File: src/rtl/fcs_pkg.sv
package fcs_pkg;

    typedef enum logic [2:0] {
        SQ_IDLE,
        SQ_KEY1,
        SQ_KEY2,
        SQ_PGM_DATA,
        SQ_ERS_ARM,
        SQ_ERS_KEY1,
        SQ_ERS_KEY2
    } seq_t;

    typedef enum logic [2:0] {
        RUN_NONE,
        RUN_PGM,
        RUN_ERS,
        RUN_SUSP,
        RUN_SUSP_PGM
    } run_t;

    typedef struct packed {
        logic pgm;
        logic ers;
        logic chip;
        logic susp;
        logic resm;
    } issue_t;

    localparam logic [1:0] RDM_ARRAY  = 2'd0;
    localparam logic [1:0] RDM_IDENT  = 2'd1;
    localparam logic [1:0] RDM_STATUS = 2'd2;

    function automatic logic run_active(run_t r);
        return (r == RUN_PGM) || (r == RUN_ERS) || (r == RUN_SUSP_PGM);
    endfunction

endpackage

File: src/rtl/fcs_seq_decode.sv
module fcs_seq_decode
    import fcs_pkg::*;
#(
    parameter int AW = 20,
    parameter int DW = 8,
    parameter logic [AW-1:0] KEY1_ADDR = 'h555,
    parameter logic [AW-1:0] KEY2_ADDR = 'h2AA,
    parameter logic [DW-1:0] KEY1_DATA = 'hAA,
    parameter logic [DW-1:0] KEY2_DATA = 'h55,
    parameter logic [DW-1:0] CMD_RESET   = 'hF0,
    parameter logic [DW-1:0] CMD_IDENT   = 'h90,
    parameter logic [DW-1:0] CMD_PROGRAM = 'hA0,
    parameter logic [DW-1:0] CMD_ERASE   = 'h80,
    parameter logic [DW-1:0] CMD_CHIP    = 'h10,
    parameter logic [DW-1:0] CMD_BLOCK   = 'h30,
    parameter logic [DW-1:0] CMD_SUSPEND = 'hB0,
    parameter logic [DW-1:0] CMD_RESUME  = 'h30
) (
    input  logic          clk,
    input  logic          rst,
    input  logic          wr_en,
    input  logic [AW-1:0] wr_addr,
    input  logic [DW-1:0] wr_data,
    input  logic          engaged,
    input  logic          run_ers,
    input  logic          run_susp,
    output issue_t        issue,
    output logic          ident
);

    seq_t seq, seq_n;
    logic ident_n;
    logic hit1, hit2, at1;

    assign hit1 = (wr_addr == KEY1_ADDR) && (wr_data == KEY1_DATA);
    assign hit2 = (wr_addr == KEY2_ADDR) && (wr_data == KEY2_DATA);
    assign at1  = (wr_addr == KEY1_ADDR);

    always_comb begin
        seq_n   = seq;
        ident_n = ident;
        issue   = '0;
        if (wr_en) begin
            if (engaged) begin
                seq_n      = SQ_IDLE;
                issue.susp = (wr_data == CMD_SUSPEND) && run_ers;
            end else begin
                // default outcome of a write: abandon and read the array
                seq_n   = SQ_IDLE;
                ident_n = 1'b0;
                case (seq)
                    SQ_IDLE: begin
                        if (wr_data == CMD_RESET) begin
                            ident_n = 1'b0;
                        end else if (run_susp && (wr_data == CMD_RESUME)) begin
                            issue.resm = 1'b1;
                            ident_n    = ident;
                        end else if (hit1) begin
                            seq_n   = SQ_KEY1;
                            ident_n = ident;
                        end
                    end
                    SQ_KEY1: if (hit2) begin
                        seq_n   = SQ_KEY2;
                        ident_n = ident;
                    end
                    SQ_KEY2: if (at1) begin
                        if (wr_data == CMD_IDENT) begin
                            ident_n = 1'b1;
                        end else if (wr_data == CMD_PROGRAM) begin
                            seq_n   = SQ_PGM_DATA;
                            ident_n = ident;
                        end else if ((wr_data == CMD_ERASE) && !run_susp) begin
                            seq_n   = SQ_ERS_ARM;
                            ident_n = ident;
                        end
                    end
                    SQ_PGM_DATA: issue.pgm = 1'b1;
                    SQ_ERS_ARM: if (hit1) begin
                        seq_n   = SQ_ERS_KEY1;
                        ident_n = ident;
                    end
                    SQ_ERS_KEY1: if (hit2) begin
                        seq_n   = SQ_ERS_KEY2;
                        ident_n = ident;
                    end
                    SQ_ERS_KEY2: begin
                        if ((wr_data == CMD_CHIP) && at1) begin
                            issue.ers  = 1'b1;
                            issue.chip = 1'b1;
                        end else if (wr_data == CMD_BLOCK) begin
                            issue.ers = 1'b1;
                        end
                    end
                    default: seq_n = SQ_IDLE;
                endcase
            end
        end
    end

    always_ff @(posedge clk) begin
        if (rst) begin
            seq   <= SQ_IDLE;
            ident <= 1'b0;
        end else begin
            seq   <= seq_n;
            ident <= ident_n;
        end
    end

endmodule

File: src/rtl/fcs_run_track.sv
module fcs_run_track
    import fcs_pkg::*;
(
    input  logic clk,
    input  logic rst,
    input  logic pec_busy,
    input  logic issue_pgm,
    input  logic issue_ers,
    input  logic issue_susp,
    input  logic issue_resm,
    output run_t run,
    output logic engaged
);

    run_t run_n;
    logic busy_q;
    logic busy_fall;

    assign busy_fall = busy_q && !pec_busy;
    assign engaged   = pec_busy || run_active(run);

    always_comb begin
        run_n = run;
        if (issue_pgm) begin
            run_n = (run == RUN_SUSP) ? RUN_SUSP_PGM : RUN_PGM;
        end else if (issue_ers || issue_resm) begin
            run_n = RUN_ERS;
        end else if (issue_susp) begin
            run_n = RUN_SUSP;
        end else if (busy_fall) begin
            case (run)
                RUN_PGM, RUN_ERS: run_n = RUN_NONE;
                RUN_SUSP_PGM:     run_n = RUN_SUSP;
                default:          run_n = run;
            endcase
        end
    end

    always_ff @(posedge clk) begin
        if (rst) begin
            run    <= RUN_NONE;
            busy_q <= 1'b0;
        end else begin
            run    <= run_n;
            busy_q <= pec_busy;
        end
    end

endmodule

File: src/rtl/fcs_req_reg.sv
module fcs_req_reg
    import fcs_pkg::*;
#(
    parameter int AW = 20,
    parameter int DW = 8
) (
    input  logic          clk,
    input  logic          rst,
    input  issue_t        issue,
    input  logic [AW-1:0] wr_addr,
    input  logic [DW-1:0] wr_data,
    output logic          pgm_go,
    output logic          ers_go,
    output logic          ers_all,
    output logic          susp_go,
    output logic          resm_go,
    output logic [AW-1:0] op_addr,
    output logic [DW-1:0] op_data
);

    always_ff @(posedge clk) begin
        if (rst) begin
            pgm_go  <= 1'b0;
            ers_go  <= 1'b0;
            ers_all <= 1'b0;
            susp_go <= 1'b0;
            resm_go <= 1'b0;
            op_addr <= '0;
            op_data <= '0;
        end else begin
            pgm_go  <= issue.pgm;
            ers_go  <= issue.ers;
            ers_all <= issue.ers && issue.chip;
            susp_go <= issue.susp;
            resm_go <= issue.resm;
            if (issue.pgm || issue.ers) begin
                op_addr <= wr_addr;
                op_data <= wr_data;
            end
        end
    end

endmodule

File: src/rtl/flash_cmd_sequencer.sv
module flash_cmd_sequencer
    import fcs_pkg::*;
#(
    parameter int AW = 20,
    parameter int DW = 8,
    parameter logic [AW-1:0] KEY1_ADDR = 'h555,
    parameter logic [AW-1:0] KEY2_ADDR = 'h2AA,
    parameter logic [DW-1:0] KEY1_DATA = 'hAA,
    parameter logic [DW-1:0] KEY2_DATA = 'h55,
    parameter logic [DW-1:0] CMD_RESET   = 'hF0,
    parameter logic [DW-1:0] CMD_IDENT   = 'h90,
    parameter logic [DW-1:0] CMD_PROGRAM = 'hA0,
    parameter logic [DW-1:0] CMD_ERASE   = 'h80,
    parameter logic [DW-1:0] CMD_CHIP    = 'h10,
    parameter logic [DW-1:0] CMD_BLOCK   = 'h30,
    parameter logic [DW-1:0] CMD_SUSPEND = 'hB0,
    parameter logic [DW-1:0] CMD_RESUME  = 'h30
) (
    input  logic          clk,
    input  logic          rst,
    input  logic          wr_en,
    input  logic [AW-1:0] wr_addr,
    input  logic [DW-1:0] wr_data,
    input  logic          pec_busy,
    output logic          pgm_go,
    output logic          ers_go,
    output logic          ers_all,
    output logic          susp_go,
    output logic          resm_go,
    output logic [AW-1:0] op_addr,
    output logic [DW-1:0] op_data,
    output logic [1:0]    read_mode
);

    issue_t issue;
    run_t   run;
    logic   engaged;
    logic   ident;

    fcs_seq_decode #(
        .AW(AW), .DW(DW),
        .KEY1_ADDR(KEY1_ADDR), .KEY2_ADDR(KEY2_ADDR),
        .KEY1_DATA(KEY1_DATA), .KEY2_DATA(KEY2_DATA),
        .CMD_RESET(CMD_RESET), .CMD_IDENT(CMD_IDENT),
        .CMD_PROGRAM(CMD_PROGRAM), .CMD_ERASE(CMD_ERASE),
        .CMD_CHIP(CMD_CHIP), .CMD_BLOCK(CMD_BLOCK),
        .CMD_SUSPEND(CMD_SUSPEND), .CMD_RESUME(CMD_RESUME)
    ) u_decode (
        .clk      (clk),
        .rst      (rst),
        .wr_en    (wr_en),
        .wr_addr  (wr_addr),
        .wr_data  (wr_data),
        .engaged  (engaged),
        .run_ers  (run == RUN_ERS),
        .run_susp (run == RUN_SUSP),
        .issue    (issue),
        .ident    (ident)
    );

    fcs_run_track u_track (
        .clk        (clk),
        .rst        (rst),
        .pec_busy   (pec_busy),
        .issue_pgm  (issue.pgm),
        .issue_ers  (issue.ers),
        .issue_susp (issue.susp),
        .issue_resm (issue.resm),
        .run        (run),
        .engaged    (engaged)
    );

    fcs_req_reg #(.AW(AW), .DW(DW)) u_req (
        .clk     (clk),
        .rst     (rst),
        .issue   (issue),
        .wr_addr (wr_addr),
        .wr_data (wr_data),
        .pgm_go  (pgm_go),
        .ers_go  (ers_go),
        .ers_all (ers_all),
        .susp_go (susp_go),
        .resm_go (resm_go),
        .op_addr (op_addr),
        .op_data (op_data)
    );

    assign read_mode = (pec_busy || run_active(run)) ? RDM_STATUS
                     : (ident ? RDM_IDENT : RDM_ARRAY);

endmodule

File: config.mk
export PLATFORM = sky130hd
export DESIGN_NAME = flash_cmd_sequencer
export DESIGN_NICKNAME = d
export VERILOG_FILES = /design/src/rtl/fcs_pkg.sv /design/src/rtl/fcs_seq_decode.sv /design/src/rtl/fcs_run_track.sv /design/src/rtl/fcs_req_reg.sv /design/src/rtl/flash_cmd_sequencer.sv
export SDC_FILE = /design/constraint.sdc
export NUM_CORES = 1
export LEC_CHECK = 0
export ABC_AREA = 1
export BUFFER_PORTS_ARGS = -buffer_cell sky130_fd_sc_hd__buf_2
export CELL_PAD_IN_SITES_DETAIL_PLACEMENT = 1
export CELL_PAD_IN_SITES_GLOBAL_PLACEMENT = 2
export CORE_MARGIN = 2
export CORE_UTILIZATION = 29
export DETAILED_ROUTE_END_ITERATION = 7
export GPL_TIMING_DRIVEN = 0
export PLACE_DENSITY = 0.93
export SETUP_SLACK_MARGIN = 0.02
export SLEW_MARGIN = 20
export SYNTH_ARGS = -nofsm -noshare
export SYNTH_HDL_FRONTEND = slang
export SYNTH_SLANG_ARGS = --single-unit
File: constraint.sdc
create_clock -name clk -period 4.3 [get_ports clk]
set_input_delay 0.43 -clock clk [delete_from_list [all_inputs] [get_ports clk]]
set_output_delay 0.43 -clock clk [all_outputs]
set_load 0.05 [all_outputs]
Yosys cells after proc, flatten, opt, wreduce, memory -nomap -nowiden
Cells that the tools add are included.
{ "word_totals": {"ff_bits": 41, "output_inout_bits": 35, "wordCells": 100} }
{ "op_classes": {"n_eq_ne": 25, "mux": 41, "n_bitwise": 1, "reduce_logical": 22} }
{ "op_table": {"columns": ["op", "count"], "rows": [
  ["$eq 8x8->1 const B", 6],
  ["$mux 3", 15],
  ["$eq 20x10->1 const B", 1],
  ["$eq 20x11->1 const B", 1],
  ["$mux 1", 19],
  ["$pmux 3 s5", 1],
  ["$eq 3x2->1 const B", 4],
  ["$eq 3x3->1 const B", 4],
  ["$eq 8x5->1 const B", 1],
  ["$eq 8x6->1 const B", 1],
  ["$eq 8x7->1 const B", 1],
  ["$logic_and 1x1->1", 8],
  ["$ne 4x4->1 const B", 2],
  ["$eq 3x1->1 const B", 2],
  ["$mux 2", 3],
  ["$pmux 3 s2", 1],
  ["$reduce_and 6->1", 1],
  ["$logic_or 1x1->1", 5],
  ["$mux 5", 1],
  ["$reduce_bool 5->1", 1],
  ["$pmux 1 s4", 1],
  ["$reduce_bool 4->1", 1],
  ["$reduce_or 2->1", 2],
  ["$logic_not 3->1", 1],
  ["5 further kinds", 6]
]} }

Logic depth before layout (Yosys ltp)
{ "depth": {"ltp_word": 10, "ltp_mapped": 13, "mapped_depth_nobuf": 12} }

Hierarchy
Synthesis repeated with hierarchy kept, for this count alone.
{ "hier_totals": {"hier_cells": 388, "area_unflattened_um2": 2316.0} }
{ "by_module_without_submodules": {"columns": ["mod", "n_inst", "cells_each", "area_per_inst_um2", "seq_area_each_um2"], "rows": [
  ["fcs_req_reg", 1, 193, 1305.0, 660.6],
  ["fcs_seq_decode", 1, 138, 683.2, 80.1],
  ["fcs_run_track", 1, 47, 282.8, 80.1],
  ["flash_cmd_sequencer", 1, 10, 45.0, 0.0]
]} }

Least setup slack after synthesis
No wires, ideal clock.
{ "synth_timing": {"path_type": "register -> output", "startpoint": "register u_track.run[1]", "endpoint": "output read_mode[0]", "arrival_ns": 1.293, "required_ns": 3.870, "slack_ns": 2.577, "stages_incl_launch_ff": 5, "n_path_buf": 0, "cell_sequence": "dfxtp_1 nand2_1 nand3_2 nand3_1 nor2_1"} }
{ "synth_between": {"elab_chain_len": 5, "word_cells_on_any_way": 7, "cone_classes": "3 x eq/ne; 1 x mux; 3 x reduce/logical"} }
{ "synth_lines": {"columns": ["item", "line_no", "text"], "rows": [
  ["start: declaration", "fcs_run_track.sv:11", "output run_t run,"],
  ["start signal: assignment", "fcs_run_track.sv:44", "run <= run_n;"],
  ["$eq 3x1->1 / $eq 3x2->1 (equally long branches)", null, null],
  ["$logic_or 1x1->1", null, null],
  ["$logic_or 1x1->1 (*) (2 in series)", null, null],
  ["named net engaged", "flash_cmd_sequencer.sv:37", "logic engaged;"],
  ["$mux 2 (*)", "flash_cmd_sequencer.sv:88", "assign read_mode = (pec_busy || run_active(run)) ? RDM_STATUS"],
  ["end: declaration", "flash_cmd_sequencer.sv:32", "output logic [1:0] read_mode"]
]} }
The timed path passes the listed nets; every way through them passes the cells marked *.

Final worst setup path
{ "layout_timing": {"startpoint": "register u_track.run[1]", "endpoint": "output read_mode[1]"} }
Same word-level chain as after synthesis.

==> results.tsv <==
metric	value	unit
Netlist cell types	25	
largest family of logic cells by synthesized area	simple AND/OR/NAND/NOR gates	
FMAX	532	MHz
Fin. Hold Viols	0	
WL/cell	13.6	µm
CP Data Arrival Time	1450	ps
synth top area cells	dfxtp_1 (38%), nor2_1 (17%), nand2_1 (6.8%)	
area leader, netlist	dfxtp_1	
GRT overflow	0	
RSZ-0062 raised after global routing	no	
post-synthesis sequential area ratio	0.379	
WHS	343	ps
Crit Path Max Fanout	4	
VDD IR-drop max	0.123	mV
mux cell area share after synthesis	0	
Remaining DRCs	0	
DIE AREA	8180	µm²
total power draw	771	µW
P_leak	1.35	nW
sum of negative setup slack	0	ps
syn_area_per_cell	6.71	µm²
CTS tree	built	
Routability Congestion	0.871	
CP Launch Type	flip-flop	
Post-DRT Antenna Nets	0	
Worst EP required	3870	ps
fin crit share	0.437	
antenna violations before repair	0	
Power Dens Cells	282	nW/µm²
Via-to-Cell Ratio	4.76	
Final nets	428	
WS Path Type	reg2out	
syn nets	355	
post_cts resized	0	
antenna fix cells	0	
post-synthesis compound-gate area fraction	0.0895	
min cycle time layout	1880	ps
Filler cells	981	
routed via count	2360	
largest net degree at the start of global routing	13	
xor/xnor share of the synthesized area	0	
Synth warnings	0	
MaxCap Viol Count	0	
first-pass GRT wire length	11.9	mm
slew margin rel.	0.697	
Synth Area in Simple Gates	0.424	
effective utilization at floorplan	0.299	
Reg clk slew, reported paths	80	ps
count of input and output buffers	66	
overall global routing resource usage	0.176	
DRT Pass-1 Iters	4	
Slew Limit Fails	0	
Ports	67	
FP Rows	31	
status	complete, no violations	
Die X-Extent	90.4	µm
#FFs+latches synth	41	
final wirelength	6.73	mm
hpwl dp	5.29	mm
Root Driver	clkbuf_8	
Worst Clk Skew	4.16	ps
later-pin clock latency in the skew report	290	ps
Die Height	90.4	µm
post-CTS setup buffer count	0	
vias in the first global route	2505	
ratio of cells with drive above 1 in the final layout	0.264	
adder-cell share of the synthesized area	0	
Clock Sinks	41	
critical path endpoint category	primary output	
cts hold-fix bufs	0	
Final setup viols	0	
slew at the pin closest to its max-slew limit	455	ps
top cell type's share of synthesized area	0.379	
Syn Inst Count	323	
core area	7250	µm²
DRT iter0 DRCs	53	
CTS Buf Count	5	
Max Root-Sink Buffers	2	
H-tree depth	2	
Hold Crit Class	in2reg	
cell area after synthesis	2170	µm²
P&R area growth vs syn	26.3	%
-- sequential cells by signal, indices dropped and copies added (netlist names), 3 cells and up --
register / flops
u_decode.seq: 3
u_req.op_addr: 20
u_req.op_data: 8
u_track.run: 3
-- stage by stage --
step,utilization,area [µm²],instances,worst slack (ps)
after floorplan,-,2170,323,2580
after global placement,0.361,2620,488,2340
after detailed placement,0.361,2620,488,2300
after CTS,0.377,2740,496,2400
after global routing,0.377,2740,496,2320
final,0.377,2740,496,2420
-- cell usage after synthesis --
| cell type | number |
|---|---|
| a21oi_1 | 8 |
| buf_1 | 1 |
| buf_12 | 3 |
| buf_4 | 1 |
| buf_6 | 2 |
| clkbuf_1 | 4 |
| dfxtp_1 | 41 |
| inv_1 | 24 |
| inv_2 | 9 |
| nand2_1 | 39 |
| nand2_2 | 2 |
| nand2_4 | 2 |
| nand3_1 | 29 |
| nand3_2 | 3 |
| nand3b_1 | 3 |
| nand4_1 | 8 |
| nand4_4 | 1 |
| nor2_1 | 97 |
| nor2_2 | 5 |
| nor2_4 | 2 |
| nor3_1 | 8 |
| nor3_2 | 1 |
| o21ai_0 | 10 |
| o21ai_1 | 19 |
| o21ai_2 | 1 |
-- report_power, final --
group / switching [mW] / internal (mW)
Combinational: 0.0413 / 0.0211
Clock: 0.139 / 0.190
Sequential: 0.000255 / 0.380
-- cells by family (layout without fill, tap and decap cells) --
logic type,Yosys count,count (layout)
flip-flops,41,41
AO/OA/AOI/OAI,38,38
buffers and inverters,44,118
AND/OR/NAND/NOR,200,200
-- worst max-delay path, stage by stage, from the launching register on --
cell and delay, ps:
dfxtp_1 440, inv_2 60, nand2_1 80, nand3_2 110, nand3_1 110, buf_4 110, buf_2 240
-- routing by layer --
metal,global-route usage,share of wire
met1,0.221,0.45
met4,0.0500,0.018
met3,0.0426,0.050
met5,0,0
met2,0.300,0.48
-- worst paths after layout --
kind | start | to | slack [ps] | depth (start not counted)
setup reg to reg | u_track.run[1] | u_req.op_data[0] | 2550 | 10
hold / removal | rst | u_track.run[1] | 340 | 2
hold reg to reg | u_req.op_addr[4] | u_req.op_addr[4] | 500 | 2
setup / recovery | u_track.run[1] | read_mode[1] | 2420 | 6
-- cells in the final DEF (no fill, tap or decap), types with 8 or more instances in the layout --
cell	n
nand4_1	8
buf_2	66
nand3_1	29
o21ai_0	10
inv_1	24
nor2_1	97
a21oi_1	8
inv_2	9
o21ai_1	19
nand2_1	39
dfxtp_1	41
nor3_1	8
-- layout make-up --
type / instances / area (µm²) / share of cell area
Clock inverter: 1 / 30.0 / 0.0110
Inverter: 33 / 124 / 0.0453
Buffer: 11 / 109 / 0.0398
Timing Repair Buffer: 66 / 330 / 0.121
Multi-Input combinational cell: 238 / 1110 / 0.406
Sequential cell: 41 / 821 / 0.300
Clock buffer: 7 / 86.3 / 0.0316
Tap cell: 99 / 124 / 0.0453
(Power assumes the default switching activity.)
